--- config.mk ---
export PLATFORM = sky130hd
export DESIGN_NAME = oneshot_timer
export DESIGN_NICKNAME = d
export VERILOG_FILES = /design/src/rtl/oneshot_timer.sv
export SDC_FILE = /design/constraint.sdc
export NUM_CORES = 1
export LEC_CHECK = 0
export ABC_AREA = 1
export BUFFER_PORTS_ARGS = -buffer_cell sky130_fd_sc_hd__buf_4
export CAP_MARGIN = 5
export CELL_PAD_IN_SITES_DETAIL_PLACEMENT = 2
export CELL_PAD_IN_SITES_GLOBAL_PLACEMENT = 2
export CORE_MARGIN = 2
export CORE_UTILIZATION = 32
export DETAILED_ROUTE_END_ITERATION = 10
export HOLD_SLACK_MARGIN = 0.1
export MAX_ROUTING_LAYER = met4
export PLACE_DENSITY = 0.85
export REMOVE_ABC_BUFFERS = 1
export SLEW_MARGIN = 20
export SYNTH_ARGS = -nofsm -noshare
export SYNTH_HDL_FRONTEND = slang
export SYNTH_SLANG_ARGS = --single-unit
--- constraint.sdc ---
create_clock -name clk -period 8 [get_ports clk]
set_input_delay 0.8 -clock clk [delete_from_list [all_inputs] [get_ports clk]]
set_output_delay 0.8 -clock clk [all_outputs]
set_load 0.005 [all_outputs]
--- src/rtl/oneshot_timer.sv ---
module oneshot_timer #(
  parameter int CW = 16,
  parameter int PW = 8
) (
  input  logic          clk,
  input  logic          rst_n,
  input  logic          trig_i,
  input  logic          en_wr_i,
  input  logic          en_val_i,
  input  logic          corr_wr_i,
  input  logic [CW-1:0] corr_i,
  input  logic [CW-1:0] reload_i,
  input  logic [PW-1:0] div_i,
  input  logic          sts_clr_i,
  output logic [CW-1:0] count_o,
  output logic          running_o,
  output logic          pulse_o,
  output logic          irq_o,
  output logic          irq_sts_o
);

  logic          run, fresh, ff, irq, sts;
  logic [PW-1:0] pre;
  logic [CW-1:0] cnt;

  wire sw_on  = en_wr_i && en_val_i;
  wire sw_off = en_wr_i && !en_val_i;
  wire tick   = run && !sw_off && (pre >= div_i);
  wire load   = tick && fresh;
  wire dec    = tick && !fresh;
  wire uf     = dec && (cnt == '0);
  wire go     = !run && !sw_off && (sw_on || trig_i);

  wire [CW-1:0] add = corr_wr_i ? corr_i : '0;

  always_ff @(posedge clk or negedge rst_n) begin
    if (!rst_n) begin
      run   <= 1'b0;
      fresh <= 1'b0;
      pre   <= '0;
      cnt   <= '0;
      ff    <= 1'b0;
      irq   <= 1'b0;
      sts   <= 1'b0;
    end else begin
      if (sw_off)     run <= 1'b0;
      else if (sw_on) run <= 1'b1;
      else if (uf)    run <= 1'b0;
      else if (trig_i) run <= 1'b1;

      if (sw_off)    fresh <= 1'b0;
      else if (go)   fresh <= 1'b1;
      else if (tick) fresh <= 1'b0;

      pre <= (run && !tick && !sw_off) ? pre + 1'b1 : '0;

      if (load) cnt <= reload_i;
      else      cnt <= cnt + add - CW'(dec);

      if (load || uf) ff <= ~ff;

      irq <= uf;
      sts <= uf | (sts & ~sts_clr_i);
    end
  end

  assign count_o   = cnt;
  assign running_o = run;
  assign pulse_o   = ff;
  assign irq_o     = irq;
  assign irq_sts_o = sts;


  cnt_quiet_chk: assert property (@(posedge clk) disable iff (!rst_n)
    (!tick && !corr_wr_i) |=> $stable(count_o));


  ff_on_tick_chk: assert property (@(posedge clk) disable iff (!rst_n)
    !tick |=> $stable(pulse_o));


  stop_wins_chk: assert property (@(posedge clk) disable iff (!rst_n)
    sw_off |=> !running_o);


  uf_over_trig_chk: assert property (@(posedge clk) disable iff (!rst_n)
    (uf && trig_i && !en_wr_i) |=> !running_o);


  en_over_uf_chk: assert property (@(posedge clk) disable iff (!rst_n)
    (uf && sw_on) |=> (running_o && count_o == {CW{1'b1}} + $past(add)));


  irq_sets_sts_chk: assert property (@(posedge clk) disable iff (!rst_n)
    irq_o |-> irq_sts_o);


  no_wrap_irq_chk: assert property (@(posedge clk) disable iff (!rst_n)
    !dec |=> !irq_o);

endmodule

==> summary.txt <==
synthesis-stage register bit count - 29
first-pass GRT wire length - 15.08 mm
Yosys top cell area share - 25.74%
fraction of layout cells with a size suffix above 1 - 21.96%
Root Driver - clkbuf_8
CP Max Fanout - 4
vias in the first global route - 3147
Finished Layout Cells - 577
commonest cells after routing, fill and taps aside - nand2_1, inv_1, buf_4, ha_1, nor2_1
syn avg cell area - 7.065 sq um
DR iter-0 viols - 57
core area - 8636 sq um
clock buffer depth - 2
critical path's slowest cell - fa_1
I/O pin cnt - 67
final hold vios - 0
die area - 9576 sq um
count of mapped cells out of synthesis - 399
post-synthesis sequential area ratio - 25.74%
Crit path max-delay family - adder cells
Antenna Nets Post-Route - 0
YS warnings - 0
total track usage - 19.97%
H-tree depth - 2
DRC errors left - 0
DR vias - 2747
Worst VDD drop - 0.1590 mV
post-synthesis cell area - 2819 sq um
fmax - 284.6 MHz
Post-Place Cell Area - 3402 sq um
total wire length - 8.705 mm
tightest hold margin - 450.4 ps
row count - 34
Design Power - 1.363 mW
Post-CTS Setup Repair Bufs - 0
Leak - 2.008 nW
synth top area cells - dfrtp_1, ha_1, nand2_1
final setup fails - 0
chip width - 97.86 um
clock sinks - 29
cts hold-fix bufs - 0
CP peak stage delay - 420 ps
Die Span Y - 97.86 um
post-synth cell types - 31
I/O Buffers - 66
fin crit share - 43.91%
commonest non-fill, non-tap cell in the layout - nand2_1
via/cell ratio - 4.761
clock latency on the worst-skew pair - 290 ps
drt pass-1 iters - 4
Placement Setup Slack - 4130 ps
outcome - complete, no violations
Power Dens Cells - 391.3 nW/um^2
Layout Nets - 555
fin crit period - 3513 ps
crit path DAT - 3700 ps
final instance area - 3485 sq um
Initial Util - 32.64%
RD Place Congestion - 0.7928
required time of the critical path - 8190 ps
max_cap viols - 0
Area growth syn-to-layout - 23.61%
total gr overflow - 0
Reg clk slew, reported paths - 80 ps
Inst Count DP - 569
WP buf/inv - 4
WL/cell - 15.09 um
Post-CTS Resized - 0
largest net degree at the start of global routing - 30
Hold Crit Class - in2async
Crit. End Element - flip-flop
Post-DP HPWL - 7.230 mm
Critical Path Start Type - input port
CTS tree - done
Crit Path Class - in2reg
Final Util - 40.35%
Worst Tran Pin Value - 448.8 ps
Setup Skew - 11.36 ps
most used cell along the critical path - nand2_1
area leader, netlist - dfrtp_1
Slew Limit Fails - 0
Sum Neg Setup Slack - 0 ps
CP Cell Sequence - buf_4 -> inv_1 -> ha_1 -> a21o_2 -> nor2_4 -> nand3_4 -> nand2_1 -> nor2_1 -> ha_1 -> inv_1 -> ha_1 -> inv_1 -> fa_1 -> o21ai_1 -> nand2_1 -> nand2_1 -> nand2_1 -> nand2_1 -> nand2_1 -> nand3_1 -> nand2_1
Diodes inserted - 0
cts bufs inserted - 5
RSZ-0062 raised after global routing - false
antenna violations before repair - 0
final worst slack - 4487 ps
Worst slew margin - 70.08%
## layout make-up
| class | count | area, sq um |
|---|---|---|
| fill | 1063 | 5151 |
| multi-input combinational | 276 | 1703 |
| sequential | 29 | 725.7 |
| timing repair buffer | 66 | 495.5 |
| inverter | 90 | 342.8 |
| tap | 108 | 135.1 |
| clock buffer | 6 | 72.57 |
| clock inverter | 2 | 10.01 |
## power by group
part	leakage, nW	total (mW)	internal, mW	switching (mW)
clock network	0.0450	0.125	0.0603	0.0645
logic	1.60	0.989	0.411	0.578
registers	0.359	0.249	0.203	0.0466
total	2.01	1.36	0.674	0.690
## cell families after synthesis
logic type | synth area share (%)
flops | 25.74
compound gates | 7.013
simple gates | 31.65
xor+xnor | 3.728
buf+inv | 13.85
fa+ha+maj | 18.02
## flip-flops by register name, indices dropped and copies added, names as in the netlist
name / cells
count_o: 16
fresh: 1
irq_o: 1
irq_sts_o: 1
pre: 8
pulse_o: 1
running_o: 1
## final timing paths
check,slack (ps),start,depth (start not counted),end
min reg2reg,510,pre[0],1,pre[0]
min in group clk,510,pre[0],1,pre[0]
max,4490,div_i[7],21,count_o[8]
min,450,rst_n,1,count_o[9]
max in group asynchronous,7220,rst_n,1,count_o[0]
max reg2reg,4680,pre[5],20,count_o[8]
## synth_stat cells, drive strengths merged
| cell | count |
|---|---|
| nand2 | 117 |
| inv | 90 |
| ha | 39 |
| nor2 | 35 |
| dfrtp | 29 |
| nand3 | 23 |
| a21oi | 15 |
| o21ai | 13 |
| nand4 | 8 |
| xnor2 | 6 |
| xor2 | 6 |
| nand3b | 5 |
| a21o | 2 |
| buf | 2 |
| clkbuf | 2 |
| nor3b | 2 |
| and2 | 1 |
| fa | 1 |
| nor3 | 1 |
| o211ai | 1 |
| o21bai | 1 |
## per-layer routing
layer | wire [um] | part of all wire [%] | track usage [%] | vias up
met3 | 233 | 2.7 | 2.577 | 6
li1 | - | - | - | 1367
met4 | 72 | 0.83 | 3.526 | 0
met5 | 0 | 0 | - | -
met1 | 3657 | 42 | 23.10 | 1330
met2 | 4742 | 54 | 37.14 | 44
No activity file was read; power rests on OpenSTA's default activity.
